<file path="src/rtl/intlim_pkg.sv">
package intlim_pkg;
  typedef enum logic [1:0] {
    CLP_NONE = 2'd0,
    CLP_HI   = 2'd1,
    CLP_LO   = 2'd2
  } clamp_e;

  localparam int unsigned SIDES   = 2;
  localparam int unsigned SIDE_HI = 0;
  localparam int unsigned SIDE_LO = 1;
endpackage

</file>
<file path="src/rtl/intlim_rst_sync.sv">
module intlim_rst_sync (
  input  logic clk,
  input  logic rst_n,
  output logic rst_n_sync
);
  logic [1:0] sync_q;

  always_ff @(posedge clk or negedge rst_n) begin
    if (!rst_n) sync_q <= 2'b00;
    else        sync_q <= {sync_q[0], 1'b1};
  end

  assign rst_n_sync = sync_q[1];
endmodule

</file>
<file path="src/rtl/intlim_thresh.sv">
module intlim_thresh #(
  parameter int unsigned DW = 12
) (
  input  logic [DW-1:0] upper_bound,
  input  logic [DW-1:0] lower_bound,
  input  logic [DW-1:0] hyst_hi,
  input  logic [DW-1:0] hyst_lo,
  output logic [DW-1:0] rel_hi,
  output logic [DW-1:0] rel_lo
);
  logic [DW:0] lo_sum;

  // release point below the upper bound, floored at zero
  always_comb begin
    if (upper_bound >= hyst_hi) rel_hi = upper_bound - hyst_hi;
    else                        rel_hi = '0;
  end

  // release point above the lower bound, capped at full scale
  always_comb begin
    lo_sum = {1'b0, lower_bound} + {1'b0, hyst_lo};
    if (lo_sum[DW]) rel_lo = '1;
    else            rel_lo = lo_sum[DW-1:0];
  end
endmodule

</file>
<file path="src/rtl/intlim_fsm.sv">
module intlim_fsm
  import intlim_pkg::*;
#(
  parameter int unsigned DW = 12
) (
  input  logic          clk,
  input  logic          rst_n,
  input  logic          active,
  input  logic          smp_valid,
  input  logic [DW-1:0] smp_data,
  input  logic [DW-1:0] upper_bound,
  input  logic [DW-1:0] lower_bound,
  input  logic [DW-1:0] rel_hi,
  input  logic [DW-1:0] rel_lo,
  input  logic          drive_up,
  input  logic          pol_ignore,
  output clamp_e        st_q,
  output logic          enter_hi,
  output logic          enter_lo
);
  clamp_e st_d;
  logic   st_upd;
  logic   ok_hi;
  logic   ok_lo;

  assign ok_hi  = (smp_data <= rel_hi) && (pol_ignore || !drive_up);
  assign ok_lo  = (smp_data >= rel_lo) && (pol_ignore || drive_up);
  assign st_upd = !active || smp_valid;

  always_comb begin
    st_d     = st_q;
    enter_hi = 1'b0;
    enter_lo = 1'b0;
    if (!active) begin
      st_d = CLP_NONE;
    end else if (smp_valid) begin
      unique case (st_q)
        CLP_NONE: begin
          if (smp_data > upper_bound) begin
            st_d     = CLP_HI;
            enter_hi = 1'b1;
          end else if (smp_data < lower_bound) begin
            st_d     = CLP_LO;
            enter_lo = 1'b1;
          end
        end
        CLP_HI:  if (ok_hi) st_d = CLP_NONE;
        CLP_LO:  if (ok_lo) st_d = CLP_NONE;
        default: st_d = CLP_NONE;
      endcase
    end
  end

  always_ff @(posedge clk or negedge rst_n) begin
    if (!rst_n)      st_q <= CLP_NONE;
    else if (st_upd) st_q <= st_d;
  end
endmodule

</file>
<file path="src/rtl/intlim_flags.sv">
module intlim_flags
  import intlim_pkg::*;
(
  input  logic             clk,
  input  logic             rst_n,
  input  logic [SIDES-1:0] set_in,
  input  logic [SIDES-1:0] clr_in,
  output logic [SIDES-1:0] flag_q
);
  for (genvar i = 0; i < SIDES; i++) begin : g_side
    logic flag_d;
    logic flag_en;

    assign flag_en = set_in[i] || clr_in[i];

    always_comb begin
      if (set_in[i]) flag_d = 1'b1;
      else           flag_d = 1'b0;
    end

    always_ff @(posedge clk or negedge rst_n) begin
      if (!rst_n)       flag_q[i] <= 1'b0;
      else if (flag_en) flag_q[i] <= flag_d;
    end
  end
endmodule

</file>
<file path="src/rtl/intlim_guard.sv">
module intlim_guard
  import intlim_pkg::*;
#(
  parameter int unsigned DW = 12
) (
  input  logic          clk,
  input  logic          rst_n,
  input  logic          lim_en,
  input  logic          cl_mode,
  input  logic          pol_ignore,
  input  logic [DW-1:0] upper_bound,
  input  logic [DW-1:0] lower_bound,
  input  logic [DW-1:0] hyst_hi,
  input  logic [DW-1:0] hyst_lo,
  input  logic          smp_valid,
  input  logic [DW-1:0] smp_data,
  input  logic          drive_up,
  input  logic [1:0]    flag_clr,
  output logic          hold,
  output logic          flag_hi,
  output logic          flag_lo
);
  logic             rst_n_i;
  logic             active;
  logic [DW-1:0]    rel_hi;
  logic [DW-1:0]    rel_lo;
  clamp_e           st_q;
  logic             enter_hi;
  logic             enter_lo;
  logic [SIDES-1:0] flag_set;
  logic [SIDES-1:0] flag_q;

  assign active = lim_en && cl_mode;

  intlim_rst_sync u_rst (
    .clk        (clk),
    .rst_n      (rst_n),
    .rst_n_sync (rst_n_i)
  );

  intlim_thresh #(.DW(DW)) u_thr (
    .upper_bound (upper_bound),
    .lower_bound (lower_bound),
    .hyst_hi     (hyst_hi),
    .hyst_lo     (hyst_lo),
    .rel_hi      (rel_hi),
    .rel_lo      (rel_lo)
  );

  intlim_fsm #(.DW(DW)) u_fsm (
    .clk         (clk),
    .rst_n       (rst_n_i),
    .active      (active),
    .smp_valid   (smp_valid),
    .smp_data    (smp_data),
    .upper_bound (upper_bound),
    .lower_bound (lower_bound),
    .rel_hi      (rel_hi),
    .rel_lo      (rel_lo),
    .drive_up    (drive_up),
    .pol_ignore  (pol_ignore),
    .st_q        (st_q),
    .enter_hi    (enter_hi),
    .enter_lo    (enter_lo)
  );

  assign flag_set[SIDE_HI] = enter_hi;
  assign flag_set[SIDE_LO] = enter_lo;

  intlim_flags u_flg (
    .clk    (clk),
    .rst_n  (rst_n_i),
    .set_in (flag_set),
    .clr_in (flag_clr),
    .flag_q (flag_q)
  );

  assign hold    = active && (st_q != CLP_NONE);
  assign flag_hi = flag_q[SIDE_HI];
  assign flag_lo = flag_q[SIDE_LO];
endmodule

</file>
<file path="config.mk">
export PLATFORM = sky130hd
export DESIGN_NAME = intlim_guard
export DESIGN_NICKNAME = d
export VERILOG_FILES = /design/src/rtl/intlim_pkg.sv /design/src/rtl/intlim_rst_sync.sv /design/src/rtl/intlim_thresh.sv /design/src/rtl/intlim_fsm.sv /design/src/rtl/intlim_flags.sv /design/src/rtl/intlim_guard.sv
export SDC_FILE = /design/constraint.sdc
export NUM_CORES = 1
export LEC_CHECK = 0
export BUFFER_PORTS_ARGS = -buffer_cell sky130_fd_sc_hd__buf_4
export CORE_AREA = 2 2 78 80
export CTS_BUF_LIST = sky130_fd_sc_hd__clkbuf_8 sky130_fd_sc_hd__clkbuf_16
export CTS_CLUSTER_SIZE = 12
export DETAILED_ROUTE_END_ITERATION = 8
export DIE_AREA = 0 0 80 82
export MAX_ROUTING_LAYER = met4
export PLACE_DENSITY = 0.73
export SLEW_MARGIN = 20
export SYNTH_ARGS = -nofsm -noshare
export SYNTH_HDL_FRONTEND = slang
export SYNTH_SLANG_ARGS = --single-unit
</file>
<file path="constraint.sdc">
create_clock -name clk -period 0.8 [get_ports clk]
set_clock_uncertainty 0.15 [all_clocks]
set_input_delay 0.04 -clock clk [delete_from_list [all_inputs] [get_ports clk]]
set_output_delay 0.04 -clock clk [all_outputs]
set_load 0.01 [all_outputs]
</file>
* Yosys cells after proc, flatten, opt, wreduce, memory -nomap -nowiden
Cells that the tools add are included.
W data, S select, Z words.
** Word-level totals
- Register bits :: 6
- Output and inout port bits :: 3
- Logic and storage cells :: 51
** Cells by class
- Add/sub/neg operators :: 2
- $lt $le $gt $ge :: 5
- Equality and inequality tests :: 6
- Multiplexer cells :: 20
- Reduce and logical (&&, ||, !) cells :: 14
** Operators with widths (count)
- $ge A12 B12 Y1 :: 2
- $mux W12 :: 2
- $add A12 B12 Y13 :: 1
- $gt A12 B12 Y1 :: 1
- $le A12 B12 Y1 :: 1
- $lt A12 B12 Y1 :: 1
- $mux W2 :: 6
- $sub A12 B12 Y12 :: 1
- $mux W1 :: 11
- $ne A3 B2 Y1 const B :: 2
- $pmux W2 S3 :: 1
- $logic_or A1 B1 Y1 :: 5
- $reduce_and A5 Y1 :: 1
- $logic_and A1 B1 Y1 :: 4
- $ne A4 B2 Y1 const B :: 1
- $eq A2 B1 Y1 const B :: 1
- $eq A2 B2 Y1 const B :: 1
- $logic_not A1 Y1 :: 2
- $logic_not A2 Y1 :: 1
- $ne A2 B2 Y1 const B :: 1
- $reduce_bool A2 Y1 :: 1

* Depth between registers and ports, before layout
- Depth in word-level cells :: 8
- Mapped depth :: 16
- Depth with buffers taken out :: 15

* Modules after synthesis
A second synthesis with hierarchy kept.
** Second synthesis, totals
- Cell total of the unflattened synthesis :: 378
- Area, all modules :: 2811.4 sq um
** Modules (own cells, without submodules)
- intlim_thresh :: instances 1, cells each 193, area an instance 1372.6 sq um
- intlim_fsm :: instances 1, cells each 174, area an instance 1296.2 sq um
- intlim_flags :: instances 1, cells each 6, area an instance 72.6 sq um
- intlim_rst_sync :: instances 1, cells each 3, area an instance 53.8 sq um
- intlim_guard :: instances 1, cells each 2, area an instance 16.3 sq um

* Worst setup path before layout
Ideal clock, no wire load.
- Kind :: input -> register
- Start :: in upper_bound[0]
- End :: reg u_fsm.st_q[0]
- Library setup time :: 0.128 ns
- Arrival :: 2.640 ns
- Setup slack :: -2.118 ns
- Stages :: 15
- Path through :: inv_1 -> ha_1 -> fa_1 -> nor2b_1 -> o21a_1 -> o2111ai_2 -> and4_1 -> a311oi_1 -> o21ai_2 -> ha_1 -> nand4_1 -> a2111oi_0 -> nor4b_1 -> o21ai_0 -> o21ai_1
** On the way
- Longest elaborated chain between the ends :: 6
- Elaborated cells between the ends (all ways) :: 13
** RTL lines
- from (decl) :: line intlim_guard.sv:11 : input logic [DW-1:0] upper_bound,
- $sub A12 B12 Y12 / $ge A12 B12 Y1 (equally long branches) :: line intlim_thresh.sv:15 : if (upper_bound >= hyst_hi) rel_hi = upper_bound - hyst_hi;
- $mux W12 :: line intlim_thresh.sv:15
- $le A12 B12 Y1 :: line intlim_fsm.sv:26 : assign ok_hi = (smp_data <= rel_hi) && (pol_ignore || !drive_up);
- $logic_and A1 B1 Y1 :: line intlim_fsm.sv:26
- $ne A3 B2 Y1 (no line)
- $reduce_and A5 Y1 (no line)
- to (signal assigned) :: line intlim_fsm.sv:56 : else if (st_upd) st_q <= st_d;
- to (decl) :: line intlim_fsm.sv:17 : output clamp_e st_q,
Several ways; a longest one is shown, not always the timed one. The select of a mux whose other input is x is not followed.
A chain may end at the register's enable or synchronous reset.

* Worst setup path in the final report
Same ends and word-level chain as after synthesis.

==> flow_metrics.tcl <==
set metrics [dict create \
    die_w_microns 80 \
    cts_tree "done" \
    avgSynthCellArea_sq_um 7.83 \
    ff2ff_path_depth 4 \
    syn_to_final_growth_pct 69.2 \
    clk_pin_slew_ns 0.04 \
    cp-start-kind "input port" \
    synth_area_sq_um 2580 \
    ir_drop_uv 773 \
    ant_nets 0 \
    netlist_top_cells_count "ha_1, inv_1, a21oi_1, nor2_1, nand2_1" \
    startpoint "upper_bound[0]" \
    synth-edff-count 0 \
    synth.area.top_cells "ha_1, dfrtp_1, inv_1" \
    multiInputGateArea_sq_um 2560 \
    h-tree-depth 1 \
    seq_area_frac_synth 0.0583 \
    setup_ws_ns -2.02 \
    max_freq_ghz 0.354 \
    drv_cap 0 \
    cts_sinks 6 \
    fill_cells 433 \
    p_leak_nw 2.19 \
    ioPinCount 72 \
    synth_top_area_cell "ha_1" \
    drc 0 \
    antenna_found_initial 0 \
    endpoint "u_fsm.st_q[0]" \
    synth_seq_cells 6 \
    reg2reg_from "u_fsm.st_q[0]" \
    post_drt_wl_per_cell_microns 14.2 \
    diodes 0 \
    grt_max_degree 9 \
    nNetsFinal 643 \
    fin_tns_setup_ns -6.09 \
    row_count 28 \
    core_area_sq_um 5750 \
    hold_viol 8 \
    place_hpwl_microns 6670 \
    overflow 0 \
    report.final.slew_viol_count 0 \
    power.density_nw_per_um2 907 \
    drt_iter0_drc 96 \
    place_congestion 0.912 \
    finalWirelength_microns 8130 \
    synthCells 329 \
    syn_nets 471 \
    synth-async-reset-ratio 1.00 \
    grt_pass1_wl_microns 13500 \
    dp_slack_ns -2.42 \
    final_cell_area_sq_um 4360 \
    clkLatencyLatePin_ns 0.23 \
    finalSetupViolCount 7 \
    place_area_sq_um 4030 \
    whs_ns -0.173 \
    status "finished, violations left" \
    viasPerCell 5.29 \
    hold_class "in -> reg" \
    yosys.cell_count.top_type "ha_1" \
    drive_gt1_frac 0.469 \
    drtPass1Iterations 6 \
    die_area_sq_um 6560 \
    yosysTopAreaCellShare 0.345 \
    grt_pass1_vias 3216 \
    cp_max_fo 4 \
    violations "negative hold slack, negative setup slack" \
    grt_use_total 0.261 \
    dp_cells 558 \
    critical_path_required_ns 0.76 \
    dieHeight_microns 82 \
    num_vias 3037 \
    numCtsBuffers 3 \
    cts-root-buf "clkbuf_8" \
    initial_core_util 0.449 \
    synth.distinct_cells 54 \
    yosysWarnings 0 \
    stdcell_count 574 \
    r2r_slack_ns -0.73 \
    seqCellArea_sq_um 150 \
    reg2reg_to "u_fsm.st_q[1]" \
    end_kind "register" \
    cts_max_path_buffers 2 \
    rsz0062_at_grt "yes" \
    io_buffers 71 \
    min_period_over_period 3.53 \
    crit_arrival_ns 2.78 \
    postCtsHoldBufs 1 \
    path_class "in -> reg" \
    min_period_ns 2.82 \
    ys.flop_type "dfrtp_1" \
]
## per-stage QoR
stage	total power (W)	utilization
2_1_floorplan	0.00199	-
3_3_place_gp	0.00310	0.702
3_5_place_dp	0.00320	0.702
4_1_cts	0.00388	0.751
5_1_grt	0.00432	0.759
6_report	0.00396	0.759
## per-layer routing
layer	global-route usage	wire length [microns]
met1	0.283	3370
met2	0.501	4180
met3	0.0286	350
met4	0.0763	238
met5	-	0
## final cells by class
class,instances,area share
Clock buffer,3,0.00947
Inverter,40,0.0402
Multi-Input combinational cell,281,0.587
Sequential cell,6,0.0344
Tap cell,75,0.0215
Timing Repair Buffer,169,0.308
## state kept, by name, summed over array words and instances (netlist names)
| signal | cells |
|---|---|
| u_rst.sync_q | 2 |
| u_fsm.st_q | 2 |
| u_flg.flag_q | 2 |
## critical path, cell delays in order
cell and delay [ns]:
buf_8 0.09, inv_8 0.03, ha_4 0.15, fa_2 0.35
nor2b_1 0.12, o21a_1 0.17, o2111ai_2 0.13, nand2_2 0.11
o2111a_2 0.27, buf_12 0.13, o21ai_2 0.05, ha_1 0.32
nand4_1 0.12, a2111oi_2 0.36, nor4b_1 0.12, o21ai_1 0.15
o21ai_1 0.08
## worst min-delay path by stage
stage | to | from | cells past startpoint | slack (ns)
6_report | u_flg.flag_q[0] | flag_clr[0] | 2 | -0.17
5_1_grt | u_flg.flag_q[0] | flag_clr[0] | 2 | -0.16
4_1_cts | u_flg.flag_q[0] | flag_clr[0] | 2 | -0.17
3_5_place_dp | u_rst.sync_q[1] | rst_n | 1 | -0.32
3_3_place_gp | u_rst.sync_q[1] | rst_n | 1 | -0.33
2_1_floorplan | u_rst.sync_q[0] | rst_n | 0 | -0.41
## placed cells by master (no fill, tap or decap), types with 2 or more instances in the layout
cell	instances
o211ai_1	6
o2111a_2	2
buf_4	155
a21oi_4	3
nand4_1	9
o21ai_0	8
buf_12	2
o21ai_1	7
nor3_1	4
fa_2	2
a211oi_2	3
nand2_1	16
xnor2_1	8
nand2b_1	3
clkbuf_8	3
nor2_2	2
or2_1	2
o21a_1	5
xor2_1	9
a21oi_2	6
a2111oi_4	2
buf_6	10
nand2_2	3
dfrtp_1	6
nor2_1	24
a2111oi_2	2
ha_1	59
inv_4	2
inv_2	2
a21o_1	11
o21ai_2	10
ha_4	11
inv_1	34
o31a_1	2
a21oi_1	19
nand3_1	5
nor2b_1	6
o21bai_1	6
## repair_timing
item,in CTS,in global routing
gates cloned,1,0
gates resized for setup,29,8
endpoints found under the hold margin,8,6
setup endpoints to repair,7,7
pin swaps,29,12
setup buffers,10,1
## logic make-up (layout without fill, tap and decap cells)
group,Yosys count,count (layout),share of synthesized area
compound gates,106,107,0.300
simple gates,83,83,0.156
fa+ha+maj,73,73,0.360
buf+inv,43,212,0.0665
xor+xnor,17,17,0.0578
flops,6,6,0.0583
other cells,1,1,0.00145
## report_power, final
| part | internal, W | switching [W] | total [W] |
|---|---|---|---|
| clock | 0.000325 | 0.000154 | 0.000479 |
| sequential | 0.000323 | 0.0000163 | 0.000339 |
| combinational | 0.00167 | 0.00146 | 0.00314 |
| total | 0.00232 | 0.00163 | 0.00396 |
No activity file was read; power rests on OpenSTA's default activity.
